[src/rtl/nandEccPkg.sv]
package nandEccPkg;

  // Strobes handed from the control to the datapath each cycle
  typedef struct packed {
    logic clrAcc;    // restart accumulation, clear status
    logic accum;     // fold dataByte into the code
    logic loadCmp0;  // capture stored code bytes 0/1
    logic loadCmp1;  // capture stored code bytes 2/3
    logic evaluate;  // register the classified status
  } eccStrobes_t;

  typedef enum logic [1:0] {
    ERR_NONE   = 2'd0,
    ERR_SINGLE = 2'd1,
    ERR_MULTI  = 2'd2,
    ERR_CODE   = 2'd3
  } eccClass_e;

endpackage

[src/rtl/nandEccCtrl.sv]
module nandEccCtrl
  import nandEccPkg::*;
(
  input  logic        clk,
  input  logic        rstN,
  input  logic        eccInit,
  input  logic        eccLock,
  input  logic        encMode,
  input  logic        dataValid,
  input  logic        cmpWr0,
  input  logic        cmpWr1,
  output eccStrobes_t strobes,
  output logic        statusValid
);

  logic evalPend;

  always_comb begin
    strobes.clrAcc   = eccInit;
    strobes.accum    = dataValid && !eccLock && !eccInit;
    strobes.loadCmp0 = cmpWr0 && !encMode;
    strobes.loadCmp1 = cmpWr1 && !encMode;
    strobes.evaluate = evalPend;
  end

  always_ff @(posedge clk or negedge rstN) begin
    if (!rstN) begin
      evalPend    <= 1'b0;
      statusValid <= 1'b0;
    end else begin
      evalPend <= strobes.loadCmp1 && !eccInit;
      if (eccInit || strobes.loadCmp0)
        statusValid <= 1'b0;
      else if (evalPend)
        statusValid <= 1'b1;
    end
  end


  valid_timing_chk: assert property (@(posedge clk) disable iff (!rstN)
    $rose(statusValid) |-> $past(cmpWr1 && !encMode, 2));


  enc_ignore_chk: assert property (@(posedge clk) disable iff (!rstN)
    (encMode && cmpWr1 && !evalPend) |=> !evalPend);

endmodule

[src/rtl/nandEccDatapath.sv]
module nandEccDatapath
  import nandEccPkg::*;
#(
  parameter int SECTOR_BYTES = 512
) (
  input  logic        clk,
  input  logic        rstN,
  input  eccStrobes_t strobes,
  input  logic [7:0]  dataByte,
  input  logic [31:0] cmpData,
  output logic [31:0] parity,
  output logic [31:0] status
);

  localparam int ADDR_W  = $clog2(SECTOR_BYTES);
  localparam int CODE_W  = 2 * ADDR_W + 6;
  localparam int LODD_LO = ADDR_W;
  localparam int CEVN_LO = 2 * ADDR_W;
  localparam int CODD_LO = 2 * ADDR_W + 3;
  localparam int BYTE_LO = 7;

  logic [ADDR_W-1:0] byteIdx;
  logic [CODE_W-1:0] code, nextCode;
  logic [15:0]       cmpLo, cmpHi;
  logic [31:0]       storedWord;
  logic [CODE_W-1:0] syndrome;
  logic [ADDR_W-1:0] lineDiff;
  logic [2:0]        colDiff;
  logic              isSingle;
  logic [31:0]       statusNext;

  function automatic logic [7:0] colMask(input int j);
    logic [7:0] m;
    for (int b = 0; b < 8; b++) m[b] = ((b >> j) & 1) == 1;
    return m;
  endfunction

  // Fold the incoming byte into line and column parities
  always_comb begin
    logic bytePar;
    nextCode = code;
    bytePar  = ^dataByte;
    for (int k = 0; k < ADDR_W; k++) begin
      if (byteIdx[k]) nextCode[LODD_LO+k] = nextCode[LODD_LO+k] ^ bytePar;
      else            nextCode[k]         = nextCode[k] ^ bytePar;
    end
    for (int j = 0; j < 3; j++) begin
      nextCode[CODD_LO+j] = nextCode[CODD_LO+j] ^ (^(dataByte & colMask(j)));
      nextCode[CEVN_LO+j] = nextCode[CEVN_LO+j] ^ (^(dataByte & ~colMask(j)));
    end
  end

  always_ff @(posedge clk or negedge rstN) begin
    if (!rstN) begin
      code    <= '0;
      byteIdx <= '0;
    end else if (strobes.clrAcc) begin
      code    <= '0;
      byteIdx <= '0;
    end else if (strobes.accum) begin
      code    <= nextCode;
      byteIdx <= byteIdx + 1'b1;
    end
  end

  always_ff @(posedge clk or negedge rstN) begin
    if (!rstN) begin
      cmpLo <= '0;
      cmpHi <= '0;
    end else begin
      if (strobes.loadCmp0) cmpLo <= {cmpData[23:16], cmpData[7:0]};
      if (strobes.loadCmp1) cmpHi <= {cmpData[23:16], cmpData[7:0]};
    end
  end

  assign storedWord = {cmpHi, cmpLo};
  assign syndrome   = storedWord[CODE_W-1:0] ^ code;
  assign lineDiff   = syndrome[ADDR_W-1:0] ^ syndrome[LODD_LO +: ADDR_W];
  assign colDiff    = syndrome[CEVN_LO +: 3] ^ syndrome[CODD_LO +: 3];
  assign isSingle   = (&lineDiff) && (&colDiff);

  // Classify the mismatch
  always_comb begin
    statusNext = '0;
    if (syndrome == '0) begin
      statusNext[1:0] = ERR_NONE;
    end else if (isSingle) begin
      statusNext[1:0]               = ERR_SINGLE;
      statusNext[6:4]               = syndrome[CODD_LO +: 3];
      statusNext[BYTE_LO +: ADDR_W] = syndrome[LODD_LO +: ADDR_W];
    end else if ($countones(syndrome) == 1) begin
      statusNext[1:0] = ERR_CODE;
    end else begin
      statusNext[1:0] = ERR_MULTI;
    end
  end

  always_ff @(posedge clk or negedge rstN) begin
    if (!rstN)                 status <= '0;
    else if (strobes.clrAcc)   status <= '0;
    else if (strobes.evaluate) status <= statusNext;
  end

  assign parity = {{(32-CODE_W){1'b1}}, code};


  loc_zero_chk: assert property (@(posedge clk) disable iff (!rstN)
    (status[1:0] != ERR_SINGLE) |-> (status[31:2] == '0));


  byte_range_chk: assert property (@(posedge clk) disable iff (!rstN)
    (status[1:0] == ERR_SINGLE) |-> (status[17:7] < 11'(SECTOR_BYTES)));

endmodule

[src/rtl/nandSectorEcc.sv]
module nandSectorEcc
  import nandEccPkg::*;
#(
  parameter int SECTOR_BYTES = 512
) (
  input  logic        clk,
  input  logic        rstN,
  input  logic        eccInit,
  input  logic        eccLock,
  input  logic        encMode,
  input  logic        dataValid,
  input  logic [7:0]  dataByte,
  output logic [31:0] parity,
  input  logic        cmpWr0,
  input  logic        cmpWr1,
  input  logic [31:0] cmpData,
  output logic [31:0] status,
  output logic        statusValid
);

  localparam int ADDR_W = $clog2(SECTOR_BYTES);
  localparam int CODE_W = 2 * ADDR_W + 6;

  eccStrobes_t strobes;

  nandEccCtrl uCtrl (
    .clk(clk), .rstN(rstN), .eccInit(eccInit), .eccLock(eccLock),
    .encMode(encMode), .dataValid(dataValid), .cmpWr0(cmpWr0),
    .cmpWr1(cmpWr1), .strobes(strobes), .statusValid(statusValid)
  );

  nandEccDatapath #(.SECTOR_BYTES(SECTOR_BYTES)) uData (
    .clk(clk), .rstN(rstN), .strobes(strobes), .dataByte(dataByte),
    .cmpData(cmpData), .parity(parity), .status(status)
  );


  init_clear_chk: assert property (@(posedge clk) disable iff (!rstN)
    eccInit |=> (parity[CODE_W-1:0] == '0) && !statusValid);


  lock_freeze_chk: assert property (@(posedge clk) disable iff (!rstN)
    (eccLock && !eccInit) |=> $stable(parity));

endmodule

[config.mk]
export PLATFORM = sky130hd
export DESIGN_NAME = nandSectorEcc
export DESIGN_NICKNAME = d
export VERILOG_FILES = /design/src/rtl/nandEccPkg.sv /design/src/rtl/nandEccCtrl.sv /design/src/rtl/nandEccDatapath.sv /design/src/rtl/nandSectorEcc.sv
export SDC_FILE = /design/constraint.sdc
export NUM_CORES = 1
export LEC_CHECK = 0
export ABC_AREA = 1
export BUFFER_PORTS_ARGS = -buffer_cell sky130_fd_sc_hd__buf_4
export CORE_ASPECT_RATIO = 0.6
export CORE_MARGIN = 1.5
export CORE_UTILIZATION = 56
export DETAILED_ROUTE_END_ITERATION = 10
export GPL_ROUTABILITY_DRIVEN = 0
export PLACE_DENSITY = 0.83
export SKIP_LAST_GASP = 1
export SLEW_MARGIN = 40
export SYNTH_ARGS = -nofsm -noshare
export SYNTH_HDL_FRONTEND = slang
export SYNTH_SLANG_ARGS = --single-unit
[constraint.sdc]
create_clock -name clk -period 6.6 [get_ports clk]
set_clock_uncertainty 0.2 [all_clocks]
set_input_delay 0.33 -clock clk [delete_from_list [all_inputs] [get_ports clk]]
set_output_delay 0.33 -clock clk [all_outputs]
set_load 0.01 [all_outputs]
Yosys cells after proc, flatten, opt, wreduce, memory -nomap -nowiden
Cells that the tools add are included.
Cells by class
  mux-type cells: 31
  reductions and logical operators: 50
  $add $sub $neg: 24
  bitwise gates (word level): 27
  equal/unequal tests: 10
Operators by type and width (count)
  adder 32 bit: 11
  two-way mux 32 bit: 2
  XOR reduction 8 bit: 7
  two-way mux 24 bit: 2
  AND reduction 2 bit: 18
  equality test 32 x 2 -> 1 bit, second input constant: 1
  adder 1 x 1 -> 2 bit: 12
  zero test 24 bit: 1
  two-way mux 12 bit: 2
  nonzero test 2 bit: 12
  XOR 1 bit: 24
  XOR 24 bit: 1
  two-way mux 1 bit: 21
  two-way mux 9 bit: 2
  inequality test 2 bit, second input constant: 9
  adder 9 x 1 -> 9 bit, second input constant: 1
  AND reduction 9 bit: 1
  XOR 9 bit: 1
  logical AND 1 bit: 6
  two-way mux 2 bit: 2
  zero test 1 bit: 3
  AND reduction 3 bit: 1
  XOR 3 bit: 1
  logical OR 1 bit: 1
Storage, ports and cells
  output and inout port bits: 65
  input port bits: 48
  bits in registers: 91
  logic and storage cells: 167

Logic depth before layout (Yosys ltp)
  depth after elaboration: 12
  mapped depth: 23
  depth with buffers taken out: 23

Hierarchy
From an unflattened synthesis, not the netlist that was laid out.
Second synthesis, totals
  cell total of the unflattened synthesis: 707
  area total of the unflattened synthesis: 5051.1 µm²
Modules (own cells, without submodules)
  nandEccDatapath: sequential area each 1776.7 µm², cells each 692, times used 1, area an instance 4932.2 µm²
  nandEccCtrl: sequential area each 50.0 µm², cells each 15, times used 1, area an instance 118.9 µm²

Least setup slack after synthesis
OpenSTA, ideal clock, no wires.
  path type: register to register
  start point: register uData.code[17]
  end point: register uData.status[0]
  setup time: 0.066 ns
  clock period less this slack: 4.900 ns
  slack: 1.700 ns
  stages on the path, launching flop included: 19
  data required time: 6.334 ns
  path buffers: 0
  arrival time: 4.635 ns
  path through: dfrtp_1 -> xor2_1 -> ha_1 -> fa_1 -> inv_1 -> fa_1 -> fa_1 -> fa_1 -> inv_1 -> fa_1 -> ha_1 -> inv_1 -> fa_1 -> nand2_1 -> nor4_1 -> nand3_1 -> nand2_1 -> nand2_1 -> nand2_1
Between the ends
  cells in the longest elaborated chain, start to end: 11
  elaborated cells between the ends (all ways): 15
  those cells by class: 4 x add/sub; 1 x eq/ne; 5 x mux; 2 x bitwise; 3 x reduce/logical
RTL lines
  start, declared: line nandEccDatapath.sv:23  | logic [CODE_W-1:0] code, nextCode;
  start signal, assigned: line nandEccDatapath.sv:61  | code <= nextCode;
  XOR 24 bit (*): line nandEccDatapath.sv:77  | assign syndrome = storedWord[CODE_W-1:0] ^ code;
  adder 1 x 1 -> 2 bit (implied by the code): line nandEccDatapath.sv:91  | end else if ($countones(syndrome) == 1) begin
  adder 32 bit (implied by the code) (3 in series): line nandEccDatapath.sv:91
  equality test 32 x 2 -> 1 bit: line nandEccDatapath.sv:91
  two-way mux 1 bit: line nandEccDatapath.sv:91
  two-way mux 2 bit: line nandEccDatapath.sv:87  | end else if (isSingle) begin
  two-way mux 2 bit (*): line nandEccDatapath.sv:85  | if (syndrome == '0) begin
  two-way mux 32 bit (*): line nandEccDatapath.sv:101  | else if (strobes.evaluate) status <= statusNext;
  two-way mux 32 bit (*): line nandEccDatapath.sv:100  | else if (strobes.clrAcc) status <= '0;
  end signal, assigned: line nandEccDatapath.sv:101
  end, declared: line nandEccDatapath.sv:12  | output logic [31:0] status
Mark *: on every way between the ends. The rest lies on a longest branch, timed or not. The select of a mux whose other input is x is not followed.
A chain may end at the register's enable or synchronous reset.

Worst setup path in the final report
Same ends and word-level chain as after synthesis.

==> results by group <==
Pwr
  • Max IR drop VDD: 351 uV
  • Leak: 3.51 nW
  • Power, Total: 0.00244 W
  • Pwr per Cell Area: 389 mW/mm2

Synth
  • Main combinational cell family by area after synthesis: simple AND/OR/NAND/NOR gates
  • Post-synthesis sequential area ratio: 33.8%
  • Top cells by count, synth: nand2_1 (292), inv_1 (88), dfrtp_1 (73)
  • Top-area cell type share of the netlist area: 33.8%
  • Flip-flop and latch count after synthesis: 73
  • Mapped cell area: 0.00541 mm2
  • Count leader, synth: nand2_1
  • Post-synth EDFFs: 0
  • Synth Area in XOR/XNOR: 3.24%
  • Cell count after synthesis: 757
  • Adder-Cell Fraction of Synth Area: 14.9%
  • Yosys warnings: 0
  • Mux share of post-synthesis cell area: 0.208%
  • Distinct cell type count of the synthesized netlist: 28
  • Dominant synthesized flop cell: dfrtp_1
  • Synth async-reset ratio: 100%
  • Post-synth top area cell: dfrtp_1
  • Post-Synth Simple-Gate Area: 29.1%
  • Synth Area per Inst: 7.14 um2
  • Complex-gate fraction of the synthesized area: 5.72%
  • Top cells by area, synth: dfrtp_1 (34%), nand2_1 (20%), ha_1 (7.9%)

Clock network
  • CTS sink cnt: 73
  • H-tree Lvls: 3
  • Reg clk slew, reported paths: 0.06 ns
  • Root buf cell: clkbuf_16
  • Setup bufs post-CTS: 0
  • CTS tree: done
  • CTS buffer count: 9
  • Clk Latency, worst-skew pair: 0.34 ns
  • Post-CTS Hold Buffers: 2
  • Deepest clock path buffer count: 2
  • CTS-repair resized insts: 0

STA
  • FMAX: 187 MHz
  • Post-route setup TNS: 0 ns
  • Final worst path period need: 5.35 ns
  • Final hold vios: 0
  • Slew @ Worst Pin: 0.663 ns
  • Slew margin rel.: 55.8%
  • Fin crit share: 81.0%
  • RSZ-0062 raised after global routing: false
  • Slew Viols, Final: 0
  • Final setup fails: 0
  • Setup WS post-layout: 1.25 ns

Setup path
  • Crit path max fanout: 5
  • Crit Path Class: flop to flop
  • Setup crit end kind: flop
  • Worst path arrival time: 5.43 ns
  • Critical path startpoint category: flop
  • Req. time, crit path: 6.68 ns

Layout
  • Diode count: 0
  • Area Growth Syn to Fin: 15.8%
  • Fillers: 789
  • Final-stage net count: 923
  • Layout Cells excl Fill: 957
  • Finished layout cell area: 0.00626 mm2
  • Layout cells sized above 1: 14.1%

Route
  • Vias per Instance: 5.24
  • Via count: 5018
  • DR WL/cell: 14.4 um
  • Initial DRC count: 406
  • Total wire length: 13800 um
  • Final ANT Viol Nets: 0
  • Drt first pass iters: 5
  • DRC viols: 0

GRT
  • GRT Resource Usage Total: 28.4%
  • Pin count of the biggest net entering global routing: 74
  • Global-route wire length before repair: 22200 um
  • Total gr overflow: 0
  • Initial antenna violation count: 0
  • Vias in the first global route: 4744

Placed design
  • Post-DP HPWL: 10400 um
  • PortBufs: 70
  • Placed insts: 939
  • Dpl cell area: 0.00591 mm2
  • Pre-CTS WS: 1.30 ns

Floorplanning
  • Die height: 79.1 um
  • Site row count: 27
  • Core Footprint: 0.00929 mm2
  • Die Width: 130 um
  • Full die area: 0.0103 mm2
  • Initial core utilization: 58.2%
  • # IOs: 113

Run status
  • Outcome: completed

Min path
  • Hold Crit Class: input pin to flop

Job
  • Max Cap Violations: 0
-- layer usage --
layer | part of all wire, % | global-route usage, %
met1 | 43 | 38.5
met5 | 0 | 0
met3 | 9.4 | 6.27
met2 | 45 | 45.2
met4 | 2.2 | 10.2
-- through the flow --
stage	hold slack, ns	util [%]
after global placement	0.267	63.5
after global routing	0.0312	67.4
after detailed placement	0.195	63.6
after CTS	0.0231	67.4
final	0.0276	67.4
after floorplan	-0.166	-
-- critical path: stages (launching register included) --
cell	delay [ns]
dfrtp_1	0.46
xor2_1	0.45
ha_1	0.28
fa_1	0.40
inv_1	0.09
fa_1	0.47
fa_1	0.54
fa_1	0.55
inv_1	0.06
fa_1	0.54
ha_1	0.18
inv_1	0.06
fa_1	0.49
nand2_1	0.05
nor4_1	0.16
nand3_1	0.12
nand2_1	0.08
nand2_1	0.05
nand2_1	0.06
-- worst paths after layout --
| path | from | to | slack [ns] | depth (start not counted) |
|---|---|---|---|---|
| max | uData.code[17] | uData.status[0] | 1.25 | 18 |
| min | cmpData[16] | uData.cmpLo[8] | 0.03 | 2 |
| max reg2reg | uData.code[17] | uData.status[0] | 1.25 | 18 |
| min reg2reg | uData.status[13] | uData.status[13] | 0.28 | 2 |
| max in group asynchronous | rstN | uData.byteIdx[1] | 5.36 | 2 |
| min in group asynchronous | rstN | uData.code[22] | 0.36 | 2 |
-- where the power goes --
group / switching [W] / internal (W)
Clock: 0.000191 / 0.000352
Combinational: 0.000781 / 0.000596
Sequential: 0.0000374 / 0.000480
-- kinds of logic after synthesis --
family,Yosys count
AO/OA/AOI/OAI,60
XOR/XNOR,20
adder cells (fa/ha/maj),53
buffers and inverters,153
flip-flops,73
multiplexers,1
other,2
AND/OR/NAND/NOR,395
-- area by class of cell --
cell class              count  area, um2  area share (%)
inverters                 111        417            6.65
repair buffers             72        549            8.77
multi-input cells         555       2980            47.5
flip-flops and latches     73       1830            29.2
clock inverters             4       73.8            1.18
well taps                 130        163            2.60
clock buffers              12        256            4.10
-- layout by cell type (no fill, tap or decap), drive strengths merged, types with 2 or more instances in the layout --
cell type | netlist | layout
xnor2 | 9 | 9
nor3 | 4 | 4
nand2 | 296 | 296
nand4 | 14 | 14
o21ai | 32 | 32
bufinv | 0 | 2
xor2 | 11 | 11
a21oi | 25 | 25
nor2 | 58 | 58
ha | 34 | 34
dfrtp | 73 | 73
conb | 2 | 26
fa | 19 | 19
dlygate4sd3 | 0 | 2
inv | 111 | 112
nand3 | 22 | 22
buf | 32 | 70
clkbuf | 10 | 12
-- registers in the layout, summed over array words and instances, names as in the netlist --
register           flops
uData.code            24
uData.cmpLo           16
uData.status          14
uData.byteIdx          9
uData.cmpHi            8
uCtrl.evalPend         1
uCtrl.statusValid      1
No activity file was read; power rests on OpenSTA's default activity.
